`src/rtl/mapper_pkg.sv`:
```
package mapper_pkg;
  typedef enum logic [1:0] {
    ACC_NONE = 2'b00,
    ACC_RD   = 2'b01,
    ACC_WR   = 2'b10,
    ACC_RW   = 2'b11
  } acc_e;

  function automatic logic acc_can_read(input acc_e a);
    return a[0];
  endfunction
endpackage

```
`src/rtl/mapper_bank_wrap.sv`:
```
module mapper_bank_wrap #(
  parameter int COUNT  = 6,
  parameter int BANK_W = 8,
  parameter int PG_W   = 3
) (
  input  logic [BANK_W-1:0] bank_i,
  output logic [PG_W-1:0]   page_o,
  output logic [PG_W-1:0]   next_o
);
  int signed_bank;
  int wrapped;

  always_comb begin
    signed_bank = int'($signed(bank_i));
    // true modulo: negative numbers count back from the last page
    wrapped = ((signed_bank % COUNT) + COUNT) % COUNT;
    page_o  = PG_W'(wrapped);
    next_o  = (wrapped + 1 == COUNT) ? '0 : PG_W'(wrapped + 1);
  end
endmodule

```
`src/rtl/mapper_slot_table.sv`:
```
module mapper_slot_table import mapper_pkg::*; #(
  parameter int SLOTS  = 4,
  parameter int SLOT_W = 2,
  parameter int PG_W   = 3,
  parameter int COUNT  = 6,
  parameter bit MIRROR = 1'b0
) (
  input  logic              clk,
  input  logic              rst_n,
  input  logic              sel_valid,
  input  logic [SLOT_W-1:0] sel_slot,
  input  logic              sel_pair,
  input  logic              sel_unmap,
  input  logic [PG_W-1:0]   page_i,
  input  logic [PG_W-1:0]   next_i,
  output logic [PG_W-1:0]   page_o [SLOTS],
  output acc_e              acc_o  [SLOTS]
);
  logic [PG_W-1:0] page_q [SLOTS];
  logic [PG_W-1:0] page_d [SLOTS];
  acc_e            acc_q  [SLOTS];
  acc_e            acc_d  [SLOTS];
  logic [SLOT_W-1:0] pair_slot;

  assign pair_slot = sel_slot + SLOT_W'(1);

  always_comb begin
    for (int i = 0; i < SLOTS; i++) begin
      page_d[i] = page_q[i];
      acc_d[i]  = acc_q[i];
    end
    if (sel_valid) begin
      if (sel_unmap) begin
        acc_d[sel_slot] = ACC_NONE;
      end else if (MIRROR) begin
        for (int i = 0; i < SLOTS; i++) acc_d[i] = ACC_RD;
      end else begin
        page_d[sel_slot] = page_i;
        acc_d[sel_slot]  = ACC_RD;
        if (sel_pair && (sel_slot != SLOT_W'(SLOTS - 1))) begin
          page_d[pair_slot] = next_i;
          acc_d[pair_slot]  = ACC_RD;
        end
      end
    end
  end

  always_ff @(posedge clk or negedge rst_n) begin
    if (!rst_n) begin
      for (int i = 0; i < SLOTS; i++) begin
        page_q[i] <= '0;
        acc_q[i]  <= ACC_NONE;
      end
    end else if (sel_valid) begin
      for (int i = 0; i < SLOTS; i++) begin
        page_q[i] <= page_d[i];
        acc_q[i]  <= acc_d[i];
      end
    end
  end

  always_comb begin
    for (int i = 0; i < SLOTS; i++) begin
      page_o[i] = page_q[i];
      acc_o[i]  = acc_q[i];
    end
  end

  for (genvar g = 0; g < SLOTS; g++) begin : g_chk
    p_map_read_r2: assert property (@(posedge clk) disable iff (!rst_n)
      (sel_valid && !sel_unmap && sel_slot == SLOT_W'(g)) |=> acc_q[g] == ACC_RD);
    p_unmap_r5: assert property (@(posedge clk) disable iff (!rst_n)
      (sel_valid && sel_unmap && sel_slot == SLOT_W'(g)) |=> acc_q[g] == ACC_NONE);
    p_page_range_r3: assert property (@(posedge clk) disable iff (!rst_n)
      32'(page_q[g]) < COUNT);
    p_hold_r11: assert property (@(posedge clk) disable iff (!rst_n)
      !sel_valid |=> ($stable(acc_q[g]) && $stable(page_q[g])));
  end
endmodule

```
`src/rtl/cpu_bank_mapper.sv`:
```
module cpu_bank_mapper import mapper_pkg::*; #(
  parameter int          PAGE_BYTES  = 8192,
  parameter int          PRG_BYTES   = 49152,
  parameter int          SAVE_BYTES  = 8192,
  parameter int          WORK_BYTES  = 8192,
  parameter bit          HAS_BATTERY = 1'b1,
  parameter int          BANK_W      = 8,
  parameter logic [15:0] RAM_BASE    = 16'h6000,
  parameter logic [15:0] ROM_BASE    = 16'h8000,
  localparam int WIN_AW    = 15,
  localparam int SLOTS     = (1 << WIN_AW) / PAGE_BYTES,
  localparam int SLOT_W    = (SLOTS > 1) ? $clog2(SLOTS) : 1,
  localparam int PAGE_AW   = $clog2(PAGE_BYTES),
  localparam bit MIRROR    = (PRG_BYTES < PAGE_BYTES),
  localparam int COUNT     = MIRROR ? 1 : PRG_BYTES / PAGE_BYTES,
  localparam int PG_W      = (COUNT > 1) ? $clog2(COUNT) : 1,
  localparam int ROM_AW    = $clog2(PRG_BYTES),
  localparam bit USE_SAVE  = HAS_BATTERY && (SAVE_BYTES > 0),
  localparam bit USE_WORK  = !USE_SAVE && (WORK_BYTES > 0),
  localparam int RAM_BYTES = USE_SAVE ? SAVE_BYTES : (USE_WORK ? WORK_BYTES : 2),
  localparam int RAM_AW    = $clog2(RAM_BYTES),
  localparam int PHYS_W    = (ROM_AW > RAM_AW) ? ROM_AW : RAM_AW
) (
  input  logic              clk,
  input  logic              rst_n,
  input  logic              conflict_en,
  input  logic [15:0]       cpu_addr,
  input  logic [7:0]        cpu_wdata,
  input  logic              cpu_rd,
  input  logic              cpu_wr,
  input  logic              sel_valid,
  input  logic [SLOT_W-1:0] sel_slot,
  input  logic [BANK_W-1:0] sel_bank,
  input  logic              sel_pair,
  input  logic              sel_unmap,
  input  logic [7:0]        rom_rdata,
  input  logic [7:0]        ram_rdata,
  output logic [PHYS_W-1:0] mem_addr,
  output logic              rom_cs,
  output logic              save_cs,
  output logic              work_cs,
  output logic              ram_we,
  output logic              reg_we,
  output logic [7:0]        reg_wdata,
  output logic [7:0]        cpu_rdata
);
  logic [PG_W-1:0]   wrap_page, wrap_next;
  logic [PG_W-1:0]   slot_page [SLOTS];
  acc_e              slot_acc  [SLOTS];
  logic [WIN_AW-1:0] rom_off;
  logic [SLOT_W-1:0] slot_idx;
  logic              in_rom, in_ram, slot_rd, ram_hit;
  logic [ROM_AW-1:0] rom_phys;
  logic [RAM_AW-1:0] ram_phys;
  logic [7:0]        obus_q, obus_d;

  mapper_bank_wrap #(.COUNT(COUNT), .BANK_W(BANK_W), .PG_W(PG_W)) u_wrap (
    .bank_i (sel_bank),
    .page_o (wrap_page),
    .next_o (wrap_next)
  );

  mapper_slot_table #(.SLOTS(SLOTS), .SLOT_W(SLOT_W), .PG_W(PG_W),
                      .COUNT(COUNT), .MIRROR(MIRROR)) u_table (
    .clk       (clk),
    .rst_n     (rst_n),
    .sel_valid (sel_valid),
    .sel_slot  (sel_slot),
    .sel_pair  (sel_pair),
    .sel_unmap (sel_unmap),
    .page_i    (wrap_page),
    .next_i    (wrap_next),
    .page_o    (slot_page),
    .acc_o     (slot_acc)
  );

  // address decode
  assign in_rom   = (cpu_addr >= ROM_BASE);
  assign in_ram   = (cpu_addr >= RAM_BASE) && (cpu_addr < ROM_BASE);
  assign rom_off  = WIN_AW'(cpu_addr - ROM_BASE);
  assign slot_idx = SLOT_W'(rom_off >> PAGE_AW);
  assign slot_rd  = in_rom && acc_can_read(slot_acc[slot_idx]);
  assign ram_phys = cpu_addr[RAM_AW-1:0];

  if (MIRROR) begin : g_mirror
    assign rom_phys = ROM_AW'(32'(rom_off) % PRG_BYTES);
  end else begin : g_banked
    assign rom_phys = ROM_AW'({slot_page[slot_idx], rom_off[PAGE_AW-1:0]});
  end

  if (USE_SAVE || USE_WORK) begin : g_ram
    assign ram_hit = in_ram && (cpu_rd || cpu_wr);
  end else begin : g_no_ram
    assign ram_hit = 1'b0;
  end

  assign save_cs = USE_SAVE ? ram_hit : 1'b0;
  assign work_cs = USE_WORK ? ram_hit : 1'b0;
  assign ram_we  = ram_hit && cpu_wr;

  // ROM is read on reads and, for conflict emulation, on register writes
  assign rom_cs  = slot_rd && (cpu_rd || (cpu_wr && conflict_en));

  always_comb begin
    if (rom_cs)       mem_addr = PHYS_W'(rom_phys);
    else if (ram_hit) mem_addr = PHYS_W'(ram_phys);
    else              mem_addr = '0;
  end

  assign reg_we    = cpu_wr && in_rom;
  assign reg_wdata = (conflict_en && slot_rd) ? (cpu_wdata & rom_rdata) : cpu_wdata;

  always_comb begin
    if (slot_rd)      cpu_rdata = rom_rdata;
    else if (ram_hit) cpu_rdata = ram_rdata;
    else              cpu_rdata = obus_q;
  end

  // open-bus latch: last byte seen on the data bus
  always_comb begin
    obus_d = obus_q;
    if (cpu_wr)      obus_d = cpu_wdata;
    else if (cpu_rd) obus_d = cpu_rdata;
  end

  always_ff @(posedge clk or negedge rst_n) begin
    if (!rst_n)                obus_q <= '0;
    else if (cpu_rd || cpu_wr) obus_q <= obus_d;
  end

  p_cs_exclusive_r12: assert property (@(posedge clk) disable iff (!rst_n)
    $onehot0({rom_cs, save_cs, work_cs}));
  p_cs_strobe_r12: assert property (@(posedge clk) disable iff (!rst_n)
    (rom_cs || save_cs || work_cs) |-> (cpu_rd || cpu_wr));
  p_obus_wr_r7: assert property (@(posedge clk) disable iff (!rst_n)
    cpu_wr |=> obus_q == $past(cpu_wdata));
  p_obus_rd_r7: assert property (@(posedge clk) disable iff (!rst_n)
    (cpu_rd && !cpu_wr) |=> obus_q == $past(cpu_rdata));
  p_reg_no_ram_r8: assert property (@(posedge clk) disable iff (!rst_n)
    reg_we |-> (!save_cs && !work_cs && !ram_we));
  p_conflict_and_r9: assert property (@(posedge clk) disable iff (!rst_n)
    (reg_we && conflict_en && rom_cs) |-> ((reg_wdata & ~rom_rdata) == 8'h00));
endmodule

```
`config.mk`:
```
export PLATFORM = sky130hd
export DESIGN_NAME = cpu_bank_mapper
export DESIGN_NICKNAME = d
export VERILOG_FILES = /design/src/rtl/mapper_pkg.sv /design/src/rtl/mapper_bank_wrap.sv /design/src/rtl/mapper_slot_table.sv /design/src/rtl/cpu_bank_mapper.sv
export SDC_FILE = /design/constraint.sdc
export NUM_CORES = 1
export LEC_CHECK = 0
export ABC_AREA = 1
export BUFFER_PORTS_ARGS = -buffer_cell sky130_fd_sc_hd__buf_4
export CORE_UTILIZATION = 54
export CTS_CLUSTER_DIAMETER = 120
export CTS_CLUSTER_SIZE = 10
export DETAILED_ROUTE_END_ITERATION = 8
export PLACE_DENSITY = 0.82
export REMOVE_ABC_BUFFERS = 1
export SLEW_MARGIN = 15
export SYNTH_ARGS = -nofsm -noshare
export SYNTH_HDL_FRONTEND = slang
export SYNTH_SLANG_ARGS = --single-unit
```
`constraint.sdc`:
```
create_clock -name clk -period 1.94 [get_ports clk]
set_input_delay 0.097 -clock clk [delete_from_list [all_inputs] [get_ports clk]]
set_output_delay 0.097 -clock clk [all_outputs]
set_load 0.05 [all_outputs]
```
* Word-level counts from Yosys, hierarchy flattened
Index checks and enable logic that the tools add are counted.
** Storage, ports and cells
- Output and inout port bits :: 37
- Input bits :: 58
- Flip-flop bits (word level) :: 28
** Cells by class
- Add/subtract/negate cells :: 4
- Multiplexer cells :: 27
- Div/mod/pow operators :: 2
- Magnitude comparators :: 8
- Reduce and logical (&&, ||, !) cells :: 16
- Bitwise logic cells :: 13
- Eq/ne operators :: 2
** Operator list (number)
- remainder unit 32 x 4 -> 32 bit (second input constant) :: 2
- two-way mux 8 bit :: 7
- adder 32 x 2 -> 32 bit (second input constant) :: 1
- adder 32 x 4 -> 32 bit (second input constant) :: 1
- equality test 32 x 4 -> 1 bit (second input constant) :: 1
- bitwise mux 12 bit :: 2
- AND 8 bit :: 2
- >= comparator 16 x 15 -> 1 bit (second input constant) :: 1
- >= comparator 16 bit (second input constant) :: 1
- < comparator 16 bit (second input constant) :: 1
- two-way mux 16 bit :: 1
- two-way mux 3 bit :: 5
- subtractor 15 x 1 -> 15 bit (second input constant) :: 1
- two-way mux 13 bit :: 1
- demux 3 bit (select 2 bit) :: 2
- two-way mux 12 bit :: 1
- logical AND 1 bit :: 11
- >= comparator 3 bit (second input constant) :: 3
- NOT 2 -> 3 bit :: 3
- AND 4 bit :: 2
- demux 2 bit (select 2 bit) :: 2
- NOT 4 bit :: 2
- NOT 8 bit :: 1
- bitwise OR 4 bit :: 2
- other kinds (11) :: 16

* Longest topological paths before layout
- Depth after elaboration :: 10
- Mapped depth :: 56
- Gate-level depth less buffers :: 55

* By module
Synthesis repeated with hierarchy kept, for this count alone.
** Second synthesis, totals
- Cells, all modules :: 667
- Area, all modules :: 3957.5 µm²
** By module, submodules not included
- mapper_bank_wrap :: instances 1, cells an instance 315, area an instance 1746.7 µm²
- cpu_bank_mapper :: instances 1, cells an instance 222, area an instance 1203.7 µm²
- mapper_slot_table :: instances 1, cells an instance 130, area an instance 1007.2 µm²

* Least setup slack after synthesis
Ideal clock, no wire load.
- Path type :: input to register
- From :: input sel_bank[0]
- To :: register u_table.page_q, in the netlist u_table.page_o[1]
- Setup slack :: -3.598 ns
- Arrival :: 5.421 ns
- Stages :: 50
- Cell sequence :: inv_2 buf_6 ha_1 nand3_1 nand2_1 nand2_1 nand2_2 nand2_1 nand3_2 nand2_1 nor2_2 nand2_1 nand2_2 o21ai_2 nand2_2 inv_2 o21ai_2 nand2_4 [14 not listed] nand3_2 nand3_4 nand2_2 nand2_2 ha_1 nand2_1 nand2_2 ha_1 inv_1 xor2_1 inv_2 nand2_1 nor2_1 nand3_2 nand2_2 nand2_1 nand2_1 nand2_1
** Between the ends
- Longest elaborated chain between the ends :: 8
- Elaborated cells between the ends (all ways) :: 9
- Those cells by class :: 2 x add/sub; 2 x div; 1 x eq/ne; 4 x mux
** Ends and longest elaborated chain
- start, declared :: line cpu_bank_mapper.sv:33 : input logic [BANK_W-1:0] sel_bank,
- remainder unit 32 x 4 -> 32 bit * :: line mapper_bank_wrap.sv:16 : wrapped = ((signed_bank % COUNT) + COUNT) % COUNT;
- adder 32 x 4 -> 32 bit * :: line mapper_bank_wrap.sv:16
- remainder unit 32 x 4 -> 32 bit * :: line mapper_bank_wrap.sv:16
- adder 32 x 2 -> 32 bit :: line mapper_bank_wrap.sv:18 : next_o = (wrapped + 1 == COUNT) ? '0 : PG_W'(wrapped + 1);
- equality test 32 x 4 -> 1 bit :: line mapper_bank_wrap.sv:18
- two-way mux 3 bit :: line mapper_bank_wrap.sv:18
- bitwise mux 12 bit :: line mapper_slot_table.sv:41 : page_d[pair_slot] = next_i;
- two-way mux 12 bit * :: line mapper_slot_table.sv:40 : if (sel_pair && (sel_slot != SLOT_W'(SLOTS - 1))) begin
- end signal, assigned by index :: line mapper_slot_table.sv:56 : page_q[i] <= page_d[i];
- end, declared :: line mapper_slot_table.sv:19 : logic [PG_W-1:0] page_q [SLOTS];
Every way passes the cells marked *; elsewhere a longest branch is shown, timed or not.
A chain may end at the register's enable or synchronous reset.

* Worst setup path after layout
- From :: input sel_bank[0]
- To :: register u_table.page_q, in the netlist u_table.page_o[7]
The elaborated chain is that of the path after synthesis.

==> impl_metrics.env <==
export IMPL_status="finished, violations left"
export IMPL_violations="negative setup slack"
export IMPL_areaGrowthSynthToFinish_pct=57.7
export IMPL_ant_nets=0
export IMPL_drt_initial_drc_count=532
export IMPL_worstPathMaxFanout=5
export IMPL_clkLatencyLatePin_ps=270
export IMPL_fin_ws_ps=-3720
export IMPL_dp_hpwl_um=7810
export IMPL_clock_sinks=24
export IMPL_worst_path_largest_cell_delay_ps=270
export IMPL_clock_path_buffers=2
export IMPL_period_needed_ps=5660
export IMPL_finalSetupViolCount=11
export IMPL_cp_required_ps=2110
export IMPL_met2_usage=0.631
export IMPL_core_mm2=0.00599
export IMPL_r2r_cells=6
export IMPL_avgSynthCellArea_um2=6.21
export IMPL_clock_fmax_ghz=0.177
export IMPL_top_usage_layer="met2"
export IMPL_fin_setup_tns_ps=-39010
export IMPL_place_gp_congestion=0.951
export IMPL_antenna_found_initial=0
export IMPL_placed_cells=757
export IMPL_grtUsageMet1=0.381
export IMPL_die_h_um=81.4
export IMPL_ys_types=50
export IMPL_use_met3=0.0711
export IMPL_reg2reg_to="obus_q[5]$_DFFE_PN0N_"
export IMPL_crit_path_top_delay_cell="or2_4"
export IMPL_maxCapViolCount=0
export IMPL_hold_path_class="in -> reg"
export IMPL_initial_utilization=0.569
export IMPL_layout_common_cells="buf_4 (153), nand2_1 (113), inv_1 (71)"
export IMPL_crit_arrival_ps=5830
export IMPL_maxSlewViolCount=0
export IMPL_nNetsFinal=785
export IMPL_htreeDepth=1
export IMPL_synth_ff_type="dfrtp_1"
export IMPL_syn_inst=549
export IMPL_ys_seq_area_frac=0.176
export IMPL_leakagePower_nw=2.78
export IMPL_io_pins=95
export IMPL_cts_tree="built"
export IMPL_crit_path_start="sel_bank[0]"
export IMPL_port_buffers=93
export IMPL_synthesis_area_mm2=0.00341
export IMPL_start_kind="input port"
export IMPL_yosys_warnings=0
export IMPL_grt_pass1_vias=4153
export IMPL_die_w_um=81.4
export IMPL_cp_common_cell="nand2_1"
export IMPL_dr_pass1_iters=8
export IMPL_grtUsageTotal=0.342
export IMPL_endpoint="u_table.page_o[7]$_DFFE_PN0P_"
export IMPL_ys_ff_latch=24
export IMPL_synth_enable_flop_cells=0
export IMPL_dieArea_mm2=0.00663
export IMPL_drt_wl_total_um=14600
export IMPL_num_rows=28
export IMPL_timing_final_crit_share=2.92
export IMPL_drc=0
export IMPL_path_class="in -> reg"
export IMPL_r2r_setup_slack_ps=440
export IMPL_numCtsBuffers=3
export IMPL_r2r_start="u_table.acc_o[2]$_DFFE_PN0P_"
export IMPL_vias=4910
export IMPL_power_density_mw_per_mm2=1750
export IMPL_path_clk_slew_ps=80
export IMPL_grt_pass1_wl_um=17900
export IMPL_fin_cells=788
export IMPL_clockRootBuffer="clkbuf_8"
export IMPL_vias_per_cell=6.23
export IMPL_vdd_drop_max_v=0.00154
export IMPL_end_kind="register"
export IMPL_hold_violations=0
export IMPL_grt_max_degree=25
export IMPL_rsz0062_at_grt="true"
export IMPL_drive_gt1_frac=0.474
export IMPL_final_common_cell="buf_4"
export IMPL_grt_overflow=0
export IMPL_finalClockSkew_ps=3.64
export IMPL_async_reset_ff_frac=1.00
export IMPL_antenna_cells=0
export IMPL_wl_per_cell_um=18.6
==> layer usage <==
metal / up-vias / part of all wire
met5: - / 0
met4: 0 / 0.074
met3: 128 / 0.12
met2: 460 / 0.48
met1: 2235 / 0.33
li1: 2087 / -
==> how the worst min path moves through the flow <==
stage / start / endpoint / slack, ps / cells after the start
after global placement: rst_n / obus_q[6]$_DFFE_PN0N_ / 20 / 1
after CTS: cpu_wdata[6] / obus_q[6]$_DFFE_PN0N_ / 70 / 3
final: cpu_wdata[6] / obus_q[6]$_DFFE_PN0N_ / 70 / 3
after detailed placement: rst_n / obus_q[6]$_DFFE_PN0N_ / 20 / 1
after global routing: cpu_wdata[6] / obus_q[6]$_DFFE_PN0N_ / 70 / 3
after floorplan: rst_n / obus_q[0]$_DFFE_PN0N_ / -200 / 0
==> worst max-delay path, delay by kind of cell <==
| family | cells | cell delay [ps] |
|---|---|---|
| adders and majority gates | 4 | 750 |
| and+or+nand+nor | 34 | 3810 |
| buffers and inverters | 7 | 500 |
| xor gates and xnor gates | 1 | 160 |
| AOI/OAI and AO/OA | 3 | 510 |
==> synthesized netlist by cell type (all sizes together), types with 2 or more instances <==
| cell type | count | share of area |
|---|---|---|
| a21oi | 11 | 0.019 |
| a31oi | 4 | 0.0073 |
| buf | 5 | 0.015 |
| clkbuf | 6 | 0.0066 |
| dfrtp | 24 | 0.18 |
| ha | 12 | 0.044 |
| inv | 94 | 0.10 |
| nand2 | 175 | 0.23 |
| nand3 | 45 | 0.098 |
| nand3b | 2 | 0.0044 |
| nand4 | 14 | 0.036 |
| nor2 | 69 | 0.087 |
| nor3 | 2 | 0.0029 |
| o211ai | 8 | 0.018 |
| o21ai | 49 | 0.077 |
| o221ai | 2 | 0.0051 |
| o31a | 7 | 0.018 |
| or2 | 4 | 0.0081 |
| xnor2 | 2 | 0.0073 |
| xor2 | 5 | 0.015 |
==> flip-flops by register name (all words and copies together) (netlist names) <==
register and count:
u_table.page_o 12, obus_q 8, u_table.acc_o 4
==> where the power goes <==
group | internal, mW | switching [mW] | total (mW)
logic | 3.48 | 4.87 | 8.35
registers | 0.631 | 0.118 | 0.749
clock network | 0.139 | 0.162 | 0.301
total | 4.25 | 5.15 | 9.40
==> stage by stage <==
step                      worst slack (ps)  utilization  area, um2  power [mW]  hold WS (ps)
final                                -3720        0.897       5380        9.40          70.2
after CTS                            -3090        0.825       4940        7.82          71.4
after global placement               -3590        0.753       4510        6.33          15.2
after global routing                 -3960        0.897       5380        9.81          67.8
after detailed placement             -3900        0.753       4510        6.50          17.9
after floorplan                      -3630            -       3330        4.57          -199
==> kinds of logic after synthesis <==
group | share of synthesized area
XOR/XNOR | 0.0224
AO/OA/AOI/OAI | 0.158
adder cells (fa/ha/maj) | 0.0441
flip-flops | 0.176
other | 0.00110
buffers and inverters | 0.128
AND/OR/NAND/NOR | 0.470
==> timing repair <==
action	in CTS	in global routing
resized for setup	66	96
cloned	0	2
endpoints found under the hold margin	24	0
pin swaps	47	52
endpoints found under the setup margin	24	32
setup buffers	14	11
hold buffers	1	0
==> area by class of cell <==
type                       instances  area, um2
timing repair inverter             1       6.26
fill                             273        616
sequential                        24        601
timing repair buffer             171       1350
inverter                          95        387
multi-input combinational        419       2900
clock buffer                       3       41.3
tap                               75       93.8
No activity file was read; power rests on OpenSTA's default activity.
